### src/rtl/txr_pkg.sv
package txr_pkg;
  localparam logic [3:0] TXR_OPCODE = 4'b0110;
  localparam int OPC_LSB  = 28;
  localparam int MODE_BIT = 24;
  localparam int ERR_BIT  = 23;
  localparam int VC_LSB   = 6;
  localparam int VC_W     = 12;

  typedef enum logic [1:0] {
    ST_IDLE       = 2'd0,
    ST_CHECK      = 2'd1,
    ST_WAIT_FETCH = 2'd2,
    ST_RESPOND    = 2'd3
  } txr_state_e;

  function automatic logic [31:0] build_ind(input logic mode, input logic err,
                                            input logic [VC_W-1:0] vc);
    return {TXR_OPCODE, 3'b000, mode, err, 5'b00000, vc, 6'b000000};
  endfunction
endpackage

### src/rtl/txr_decode.sv
module txr_decode
  import txr_pkg::*;
#(
  parameter int NUM_CH  = 16,
  parameter int IPOA_CH = 0,
  localparam int CH_W   = (NUM_CH > 1) ? $clog2(NUM_CH) : 1
) (
  input  logic [31:0]     cmd,
  output logic            is_cmd,
  output logic            mode,
  output logic [VC_W-1:0] vc,
  output logic            vc_ok,
  output logic [CH_W-1:0] ch
);
  logic unused_bits;
  assign unused_bits = ^{cmd[27:25], cmd[ERR_BIT:18], cmd[VC_LSB-1:0]};

  always_comb begin
    is_cmd = (cmd[31:OPC_LSB] == TXR_OPCODE);
    mode   = cmd[MODE_BIT];
    vc     = cmd[VC_LSB +: VC_W];
    if (mode) begin
      vc_ok = (32'(vc) < NUM_CH);
      ch    = vc[CH_W-1:0];
    end else begin
      vc_ok = (vc == '0);
      ch    = CH_W'(IPOA_CH);
    end
  end
endmodule

### src/rtl/txr_chan_table.sv
module txr_chan_table #(
  parameter int NUM_CH = 16,
  localparam int CH_W  = (NUM_CH > 1) ? $clog2(NUM_CH) : 1
) (
  input  logic            clk,
  input  logic            rst_n,
  input  logic [CH_W-1:0] look_ch,
  input  logic            look_mode,
  output logic            conflict,
  input  logic            bind_en,
  input  logic [CH_W-1:0] bind_ch,
  input  logic            bind_mode
);
  logic [NUM_CH-1:0] used_q;
  logic [NUM_CH-1:0] mode_q;

  for (genvar g = 0; g < NUM_CH; g++) begin : g_ent
    logic hit;
    assign hit = bind_en && (bind_ch == CH_W'(g));
    always_ff @(posedge clk or negedge rst_n) begin
      if (!rst_n) begin
        used_q[g] <= 1'b0;
        mode_q[g] <= 1'b0;
      end else if (hit) begin
        used_q[g] <= 1'b1;
        mode_q[g] <= bind_mode;
      end
    end
  end

  always_comb begin
    conflict = used_q[look_ch] && (mode_q[look_ch] != look_mode);
  end

  // a channel is never rebound to the other mode
  p_bind_compat_r7: assert property (@(posedge clk) disable iff (!rst_n)
    bind_en |-> !(used_q[bind_ch] && (mode_q[bind_ch] != bind_mode)));
endmodule

### src/rtl/txr_ctrl_fsm.sv
module txr_ctrl_fsm
  import txr_pkg::*;
(
  input  logic clk,
  input  logic rst_n,
  input  logic cmd_we,
  input  logic is_cmd,
  input  logic vc_ok,
  input  logic conflict,
  input  logic fetch_done,
  input  logic fetch_fail,
  output logic accept,
  output logic busy,
  output logic fetch_req,
  output logic respond,
  output logic err
);
  txr_state_e state_q, state_d;
  logic       err_q, err_d;

  always_comb begin
    accept  = cmd_we && is_cmd && (state_q == ST_IDLE);
    state_d = state_q;
    err_d   = err_q;
    unique case (state_q)
      ST_IDLE: if (accept) begin
        state_d = ST_CHECK;
        err_d   = 1'b0;
      end
      ST_CHECK: begin
        if (!vc_ok || conflict) begin
          state_d = ST_RESPOND;
          err_d   = 1'b1;
        end else begin
          state_d = ST_WAIT_FETCH;
        end
      end
      ST_WAIT_FETCH: if (fetch_done) begin
        state_d = ST_RESPOND;
        err_d   = fetch_fail;
      end
      ST_RESPOND: state_d = ST_IDLE;
      default:    state_d = ST_IDLE;
    endcase
  end

  always_ff @(posedge clk or negedge rst_n) begin
    if (!rst_n) begin
      state_q <= ST_IDLE;
      err_q   <= 1'b0;
    end else begin
      state_q <= state_d;
      err_q   <= err_d;
    end
  end

  assign busy      = (state_q != ST_IDLE);
  assign fetch_req = (state_q == ST_WAIT_FETCH);
  assign respond   = (state_q == ST_RESPOND);
  assign err       = err_q;

  // a bad channel number never reaches the fetch stage
  p_no_fetch_badvc_r4: assert property (@(posedge clk) disable iff (!rst_n)
    (state_q == ST_CHECK) && !vc_ok |=> !fetch_req && err);
  // a mode conflict goes straight to the response with the error set
  p_conflict_err_r7: assert property (@(posedge clk) disable iff (!rst_n)
    (state_q == ST_CHECK) && conflict |=> respond && err);
  // the fetch request holds until done
  p_fetch_hold_r9: assert property (@(posedge clk) disable iff (!rst_n)
    fetch_req && !fetch_done |=> fetch_req);
  // busy is held up to the response cycle
  p_busy_hold_r2: assert property (@(posedge clk) disable iff (!rst_n)
    busy && !respond |=> busy);
endmodule

### src/rtl/txrdy_cmd_unit.sv
module txrdy_cmd_unit
  import txr_pkg::*;
#(
  parameter int NUM_CH  = 16,
  parameter int IPOA_CH = 0,
  parameter int ADDR_W  = 32,
  localparam int CH_W   = (NUM_CH > 1) ? $clog2(NUM_CH) : 1
) (
  input  logic              clk,
  input  logic              rst_n,
  input  logic              cmd_we_i,
  input  logic [31:0]       cmd_wdata_i,
  input  logic [ADDR_W-1:0] desc_addr_i,
  output logic              fetch_req_o,
  output logic [ADDR_W-1:0] fetch_addr_o,
  input  logic              fetch_done_i,
  input  logic              fetch_fail_i,
  output logic              busy_o,
  output logic              ind_valid_o,
  output logic [31:0]       ind_rdata_o,
  output logic              sched_set_o,
  output logic [CH_W-1:0]   sched_ch_o
);
  // reset: asynchronous assert, synchronous release
  logic [1:0] rst_sync_q;
  logic       rst_ns;
  always_ff @(posedge clk or negedge rst_n) begin
    if (!rst_n) rst_sync_q <= 2'b00;
    else        rst_sync_q <= {rst_sync_q[0], 1'b1};
  end
  assign rst_ns = rst_sync_q[1];

  logic            dec_is_cmd, dec_mode, dec_vc_ok;
  logic [VC_W-1:0] dec_vc;
  logic [CH_W-1:0] dec_ch;

  txr_decode #(.NUM_CH(NUM_CH), .IPOA_CH(IPOA_CH)) u_dec (
    .cmd    (cmd_wdata_i),
    .is_cmd (dec_is_cmd),
    .mode   (dec_mode),
    .vc     (dec_vc),
    .vc_ok  (dec_vc_ok),
    .ch     (dec_ch)
  );

  logic accept, respond, err, conflict;

  // latched command
  logic              mode_q, vc_ok_q;
  logic [VC_W-1:0]   vc_q;
  logic [CH_W-1:0]   ch_q;
  logic [ADDR_W-1:0] addr_q;

  always_ff @(posedge clk or negedge rst_ns) begin
    if (!rst_ns) begin
      mode_q  <= 1'b0;
      vc_ok_q <= 1'b0;
      vc_q    <= '0;
      ch_q    <= '0;
      addr_q  <= '0;
    end else if (accept) begin
      mode_q  <= dec_mode;
      vc_ok_q <= dec_vc_ok;
      vc_q    <= dec_vc;
      ch_q    <= dec_ch;
      addr_q  <= desc_addr_i;
    end
  end

  txr_ctrl_fsm u_fsm (
    .clk        (clk),
    .rst_n      (rst_ns),
    .cmd_we     (cmd_we_i),
    .is_cmd     (dec_is_cmd),
    .vc_ok      (vc_ok_q),
    .conflict   (conflict),
    .fetch_done (fetch_done_i),
    .fetch_fail (fetch_fail_i),
    .accept     (accept),
    .busy       (busy_o),
    .fetch_req  (fetch_req_o),
    .respond    (respond),
    .err        (err)
  );

  logic bind_en;
  assign bind_en = respond && !err;

  txr_chan_table #(.NUM_CH(NUM_CH)) u_tbl (
    .clk       (clk),
    .rst_n     (rst_ns),
    .look_ch   (ch_q),
    .look_mode (mode_q),
    .conflict  (conflict),
    .bind_en   (bind_en),
    .bind_ch   (ch_q),
    .bind_mode (mode_q)
  );

  // indication and activation registers
  logic            ind_valid_d, sched_d;
  logic [31:0]     ind_d;
  logic [CH_W-1:0] sched_ch_d;

  always_comb begin
    ind_valid_d = ind_valid_o;
    ind_d       = ind_rdata_o;
    sched_d     = 1'b0;
    sched_ch_d  = sched_ch_o;
    if (accept) begin
      ind_valid_d = 1'b0;
    end else if (respond) begin
      ind_valid_d = 1'b1;
      ind_d       = build_ind(mode_q, err, vc_q);
      sched_d     = !err;
      sched_ch_d  = ch_q;
    end
  end

  always_ff @(posedge clk or negedge rst_ns) begin
    if (!rst_ns) begin
      ind_valid_o <= 1'b0;
      ind_rdata_o <= '0;
      sched_set_o <= 1'b0;
      sched_ch_o  <= '0;
    end else begin
      ind_valid_o <= ind_valid_d;
      ind_rdata_o <= ind_d;
      sched_set_o <= sched_d;
      sched_ch_o  <= sched_ch_d;
    end
  end

  assign fetch_addr_o = addr_q;

  // activation only with a clean, freshly posted indication
  p_sched_clean_r3: assert property (@(posedge clk) disable iff (!rst_ns)
    sched_set_o |-> ind_valid_o && !ind_rdata_o[ERR_BIT]);
  // activation is a single-cycle pulse
  p_sched_pulse_r3: assert property (@(posedge clk) disable iff (!rst_ns)
    sched_set_o |=> !sched_set_o);
  // fetch address steady during the request
  p_fetch_addr_r9: assert property (@(posedge clk) disable iff (!rst_ns)
    fetch_req_o && $past(fetch_req_o) |-> $stable(fetch_addr_o));
  // a valid indication means the handler is idle
  p_ind_idle_r2: assert property (@(posedge clk) disable iff (!rst_ns)
    ind_valid_o |-> !busy_o);
  // a posted indication holds while no command is accepted
  p_ind_hold_r11: assert property (@(posedge clk) disable iff (!rst_ns)
    ind_valid_o && !accept |=> ind_valid_o && $stable(ind_rdata_o));
endmodule

### config.mk
export PLATFORM = sky130hd
export DESIGN_NAME = txrdy_cmd_unit
export DESIGN_NICKNAME = d
export VERILOG_FILES = /design/src/rtl/txr_pkg.sv /design/src/rtl/txr_decode.sv /design/src/rtl/txr_chan_table.sv /design/src/rtl/txr_ctrl_fsm.sv /design/src/rtl/txrdy_cmd_unit.sv
export SDC_FILE = /design/constraint.sdc
export NUM_CORES = 1
export LEC_CHECK = 0
export BUFFER_PORTS_ARGS = -buffer_cell sky130_fd_sc_hd__buf_2
export CAP_MARGIN = 15
export CORE_AREA = 2 2 109 121
export CTS_CLUSTER_SIZE = 24
export DETAILED_ROUTE_END_ITERATION = 6
export DIE_AREA = 0 0 111 123
export MAX_ROUTING_LAYER = met4
export SYNTH_ARGS = -nofsm -noshare
export SYNTH_HDL_FRONTEND = slang
export SYNTH_HIERARCHICAL = 1
export SYNTH_SLANG_ARGS = --single-unit
### constraint.sdc
create_clock -name clk -period 7.5 [get_ports clk]
set_clock_uncertainty 0.15 [all_clocks]
set_input_delay 1.125 -clock clk [delete_from_list [all_inputs] [get_ports clk]]
set_output_delay 1.125 -clock clk [all_outputs]
set_load 0.05 [all_outputs]
# Word level (Yosys, flattened, before mapping)
# Index checks and enable logic that the tools add are counted.
# op_classes
n_lt_le_gt_ge	2
n_eq_ne	23
muxes	18
bitwise_logic	1
reduce_logical	32
# ops
op	n
$eq A4 B4 Y1 const B	8
$eq A4 B3 Y1 const B	5
$logic_and A1 B1 Y1	20
$logic_not A12 Y1	1
$lt A12 B5 Y1 const B	1
$mux W1	11
$bmux W1 S4	2
$eq A4 B2 Y1 const B	2
$pmux W2 S4	1
$lt A4 B5 Y1 const B	1
$eq A2 B2 Y1 const B	2
$eq A4 B1 Y1 const B	1
$logic_not A4 Y1	1
$mux W2	2
$mux W4	1
$ne A2 B1 Y1 const B	2
$reduce_and A2 Y1	2
$reduce_and A4 Y1	1
$reduce_bool A2 Y1	2
$pmux W1 S3	1
$reduce_bool A3 Y1	1
$eq A2 B1 Y1 const B	1
$logic_not A1 Y1	2
$logic_not A2 Y1	1
other kinds (4)	4
# word_totals
register_bits	108
input_bits	69
wordCells	120

# Depth between registers and ports, before layout
# depth
word_depth	7
depth_mapped	8
depth_no_buf	7

# Modules after synthesis
# The synthesis kept the hierarchy.
# by_module_without_submodules
module	instances	cells_per_inst	area_each_um2	seq_area_each_um2
txrdy_cmd_unit	1	174	2891.5	1826.8
txr_chan_table	1	112	1544.0	800.8
txr_ctrl_fsm	1	27	264.0	75.1
txr_decode	1	22	175.2	0.0

# Least setup slack after synthesis
# Ideal clock, no wire load.
# synth_timing
kind	reg-to-reg
start	register ch_q[0]
end	register u_fsm.err_q, in the netlist u_fsm/err
setup_ns	0.128
arrival_ns	2.398
required_time_ns	7.222
path_slack_ns	4.824
stages_incl_launch_ff	9
path_buffers	1
cell_sequence	dfrtp_1 > buf_6 > mux4_2 > nor4bb_1 > a2111o_1 > o31a_1 > nand3b_1 > o311ai_1 > mux2_1
# synth_via
elab_chain_len	7
elab_cells_between_ends	9
classes_between	2 x eq/ne; 4 x mux; 3 x reduce/logical
# synth_lines
item	line_no	rtl
start: declaration	txrdy_cmd_unit.sv:51	logic [CH_W-1:0] ch_q;
start signal: assignment	txrdy_cmd_unit.sv:65	ch_q <= dec_ch;
$bmux W1 S4	txr_chan_table.sv:32	conflict = used_q[look_ch] && (mode_q[look_ch] != look_mode);
$mux W1 (not written as such)	txr_chan_table.sv:32	
$ne A1 B1 Y1	txr_chan_table.sv:32	
$logic_and A1 B1 Y1 (*)	txr_chan_table.sv:32	
via conflict	txrdy_cmd_unit.sv:46	logic accept, respond, err, conflict;
$logic_or A1 B1 Y1 (*)	txr_ctrl_fsm.sv:31	if (!vc_ok || conflict) begin
$ne A2 B1 Y1 (no line) (*)	--	
$reduce_and A4 Y1 (no line) (*)	--	
end signal: assignment	txr_ctrl_fsm.sv:53	err_q <= err_d;
end: declaration	txr_ctrl_fsm.sv:19	logic err_q, err_d;
# The timed path passes the listed nets; every way through them passes the cells marked *. The select of a mux whose other input is x is not followed.
# A chain may end at the register's enable or synchronous reset.

# Final worst setup path
# layout_timing
start	input port cmd_wdata_i[31]
end	register ind_rdata_o[12]
# layout_via
elab_chain_len	5
# layout_lines
item	line_no	rtl
start: declaration	txrdy_cmd_unit.sv:12	input logic [31:0] cmd_wdata_i,
$eq A4 B3 Y1	txr_decode.sv:19	is_cmd = (cmd[31:OPC_LSB] == TXR_OPCODE);
via dec_is_cmd	txrdy_cmd_unit.sv:33	logic dec_is_cmd, dec_mode, dec_vc_ok;
$logic_and A1 B1 Y1 (2 in a row)	txr_ctrl_fsm.sv:22	accept = cmd_we && is_cmd && (state_q == ST_IDLE);
via accept	txrdy_cmd_unit.sv:46	
$not A1 Y1 (no line)	--	
$reduce_and A2 Y1 (no line)	--	
end signal: assignment	txrdy_cmd_unit.sv:128	ind_rdata_o <= ind_d;
end: declaration	txrdy_cmd_unit.sv:20	output logic [31:0] ind_rdata_o,
# The timed path passes the listed nets, and every way through them passes these cells.

==> impl_results.md <==
* Mean Syn Cell Area at approximately 15 um^2
* CP endpoint kind: register
* Largest net degree at the start of global routing at 80
* Nets at just over 500
* Die height at roughly 120 um
* Post-CTS Setup Bufs at 0
* Share of cells above drive strength 1 at 0.544
* Final setup vio count at 0
* Arr. time, crit path at 3.21 ns
* Pwr per Cell Area at 419 nW/um^2
* Maximum clock path buffer count at 2
* Leading cell types in the layout, fill and taps excluded: buf_2, dfrtp_1, mux2_2, mux2_4, conb_1
* Power, Total at 0.00239 W
* Synthesis-stage register bit count at 108
* Worst min path class: register to asynchronous set/reset pin
* Yosys top cell by area: dfrtp_1
* DRC viols at 0
* Routed Antenna Nets at 0
* Internal power at between 0.001 and 0.0015 W
* Post-cts sizing count at 0
* Leak at between 2 and 3 nW
* Met2 track demand over resource at 0.227
* Mapped Cells at between 300 and 400
* RSZ-0062 raised after global routing: no
* Clock power frac at 0.203
* Vias in the first global route at between 3000 and 4000
* Max rail drop VDD at between 0.0002 and 0.00025 V
* Commonest non-fill, non-tap cell in the layout: buf_2
* Routed len/inst at 15.3 um
* Row count at 43
* Crit share post-route at 0.418
* Number of H-tree levels at 3
* TritonCTS Sinks at 108
* Largest cells by area after synthesis: dfrtp_1, mux2_2, mux2_4
* Max-slew violation count at 0
* Reg-to-reg setup timing slack at 4.41 ns
* First-pass GRT wire length at roughly 15000 um
* Distinct cells, synth at 46
* Combinational Power Share at 0.420
* Endpoints failing hold at 0
* Hold buffer count at CTS at 0
* I/O pin count at 141
* CTS tree: done
* Initial Util at 0.392
* Iter 0 DRT Violations at 73
* Max cap viols at 0
* Met1 usage at 0.178
* Psw at between 0.0009 and 0.001 W
* Router iterations before antenna repair at 4
* Sequential share of power at 0.378
* Gr busiest metal: met2
* Seq/Total Area, Yosys at 0.554
* FMAX at ~320 MHz
* Core footprint at about 12000 um^2
* Worst-Margin Slew at roughly 0.97 ns
* Slew margin rel. at 0.355
* Congestion Overflow GR at 0
* Worst-path fanout max at 52
* Synth Cell Area at roughly 4900 um^2
* Status: complete, no violations
* Critical path data required time at around 7.6 ns
* Vias post-DR at around 2900
* Buffers on Ports at between 100 and 150
* Final wirelength at between 9000 and 10000 um
* Layout area overhead at 16.9%
* Root Buffer: clkbuf_16
* Startpoint class of the critical path: input pin
* Clk pin slew, worst setup/hold paths at ~0.07 ns
* Vias/cell at a little under 5
* Die Span X at about 110 um
* Aggregate global-route resource usage at 0.144
* TritonCTS Buffers at 9
* Synth Warn # at 6
* Area fraction of the dominant cell type after synthesis at 0.554
* DP HPWL at about 6300 um
* Final Core Density at 0.459
* Latest clock arrival within the worst-skew pair at approximately 0.34 ns
* Sum of negative setup slack at 0 ns
* Met3 usage at 0.0348
* Die area at between 10000 and 15000 um^2
* Crit path kind: input pin to register
* Fin crit period at around 3.1 ns
* GPL Wtd Cong at around 0.73
* Sw Ratio at 0.415
* Initial antenna violation count at 1
==> layout make-up <==
type	count	area, um^2
clock buffer	10	239
multi-input combinational	197	1910
tap	157	196
fill	1145	6730
antenna	1	2.50
timing repair buffer	111	561
inverter	4	15.0
clock inverter	6	72.6
sequential	108	2710
==> registers in the layout (all words and copies together) (netlist names), 2 cells and up <==
name / flops
ch_q: 4
fetch_addr_o: 32
ind_rdata_o: 15
rst_sync_q: 2
sched_ch_o: 4
u_fsm/state_q: 2
u_tbl/mode_q: 16
u_tbl/used_q: 16
vc_q: 12
==> per-layer routing <==
metal / vias to the layer above / wire length (um)
li1: 1318 / -
met3: 10 / 514
met1: 1430 / 4020
met4: 0 / 116
met2: 101 / 4420
met5: - / 0
==> critical path, stage by stage <==
cell and delay (ns):
buf_2 0.10, nor4bb_1 0.34, nand2_2 0.15, nor2_4 0.10, buf_4 0.51, nand2b_4 0.52, mux2_4 0.34
==> power by group through the flow <==
stage	registers (W)	clock network [W]	logic (W)
2_1_floorplan	0.00126	0	0.000445
3_3_place_gp	0.000899	0	0.000995
3_5_place_dp	0.000907	0	0.00101
4_1_cts	0.000902	0.000503	0.00101
5_1_grt	0.000927	0.000522	0.00106
6_report	0.000901	0.000484	0.00100
==> logic make-up after synthesis <==
| kind of cell | Yosys count | synth area share |
|---|---|---|
| AO/OA/AOI/OAI | 10 | 0.0175 |
| adder cells (fa/ha/maj) | 5 | 0.0128 |
| buffers and inverters | 45 | 0.0672 |
| flip-flops | 108 | 0.554 |
| multiplexers | 95 | 0.259 |
| other | 2 | 0.00154 |
| AND/OR/NAND/NOR | 70 | 0.0873 |
==> cell usage after synthesis (all sizes together) <==
cell type,count
nor2b,5
a2111o,1
nor4bb,2
nand2b,9
nor3,1
o21ai,2
nor3b,2
nor2,16
o311ai,1
clkbuf,2
buf,39
nand2,9
dfrtp,108
ha,5
inv,4
a21oi,2
o211a,1
nor4b,1
nand3,1
mux2i,1
o22a,1
and2,4
o31a,1
or2,13
mux4,9
conb,2
and4bb,1
and3,2
a31oi,1
nor4,3
nand3b,1
mux2,85
==> metrics by stage <==
step                hold WS, ns  setup WS [ns]  instances  instance area [um^2]
global placement          0.106           3.97        577                  5390
CTS                       0.115           4.28        593                  5700
detailed placement        0.109           3.91        577                  5390
floorplan                 0.181           4.12        350                  4930
finish                   0.0966           4.37        594                  5700
global route              0.136           4.19        594                  5700
==> final timing paths <==
path                                 startpoint              end  cells past startpoint
worst min register to register    rst_sync_q[1]  ind_rdata_o[10]                      0
worst max-delay path            cmd_wdata_i[31]  ind_rdata_o[12]                      7
min in group clk                  rst_sync_q[0]    rst_sync_q[1]                      0
worst min-delay path              rst_sync_q[1]  ind_rdata_o[10]                      0
max in group asynchronous         rst_sync_q[1]    sched_ch_o[2]                      1
worst max register to register          ch_q[0]        u_fsm/err                      7
Note: power is estimated with default switching activity, not from simulation.
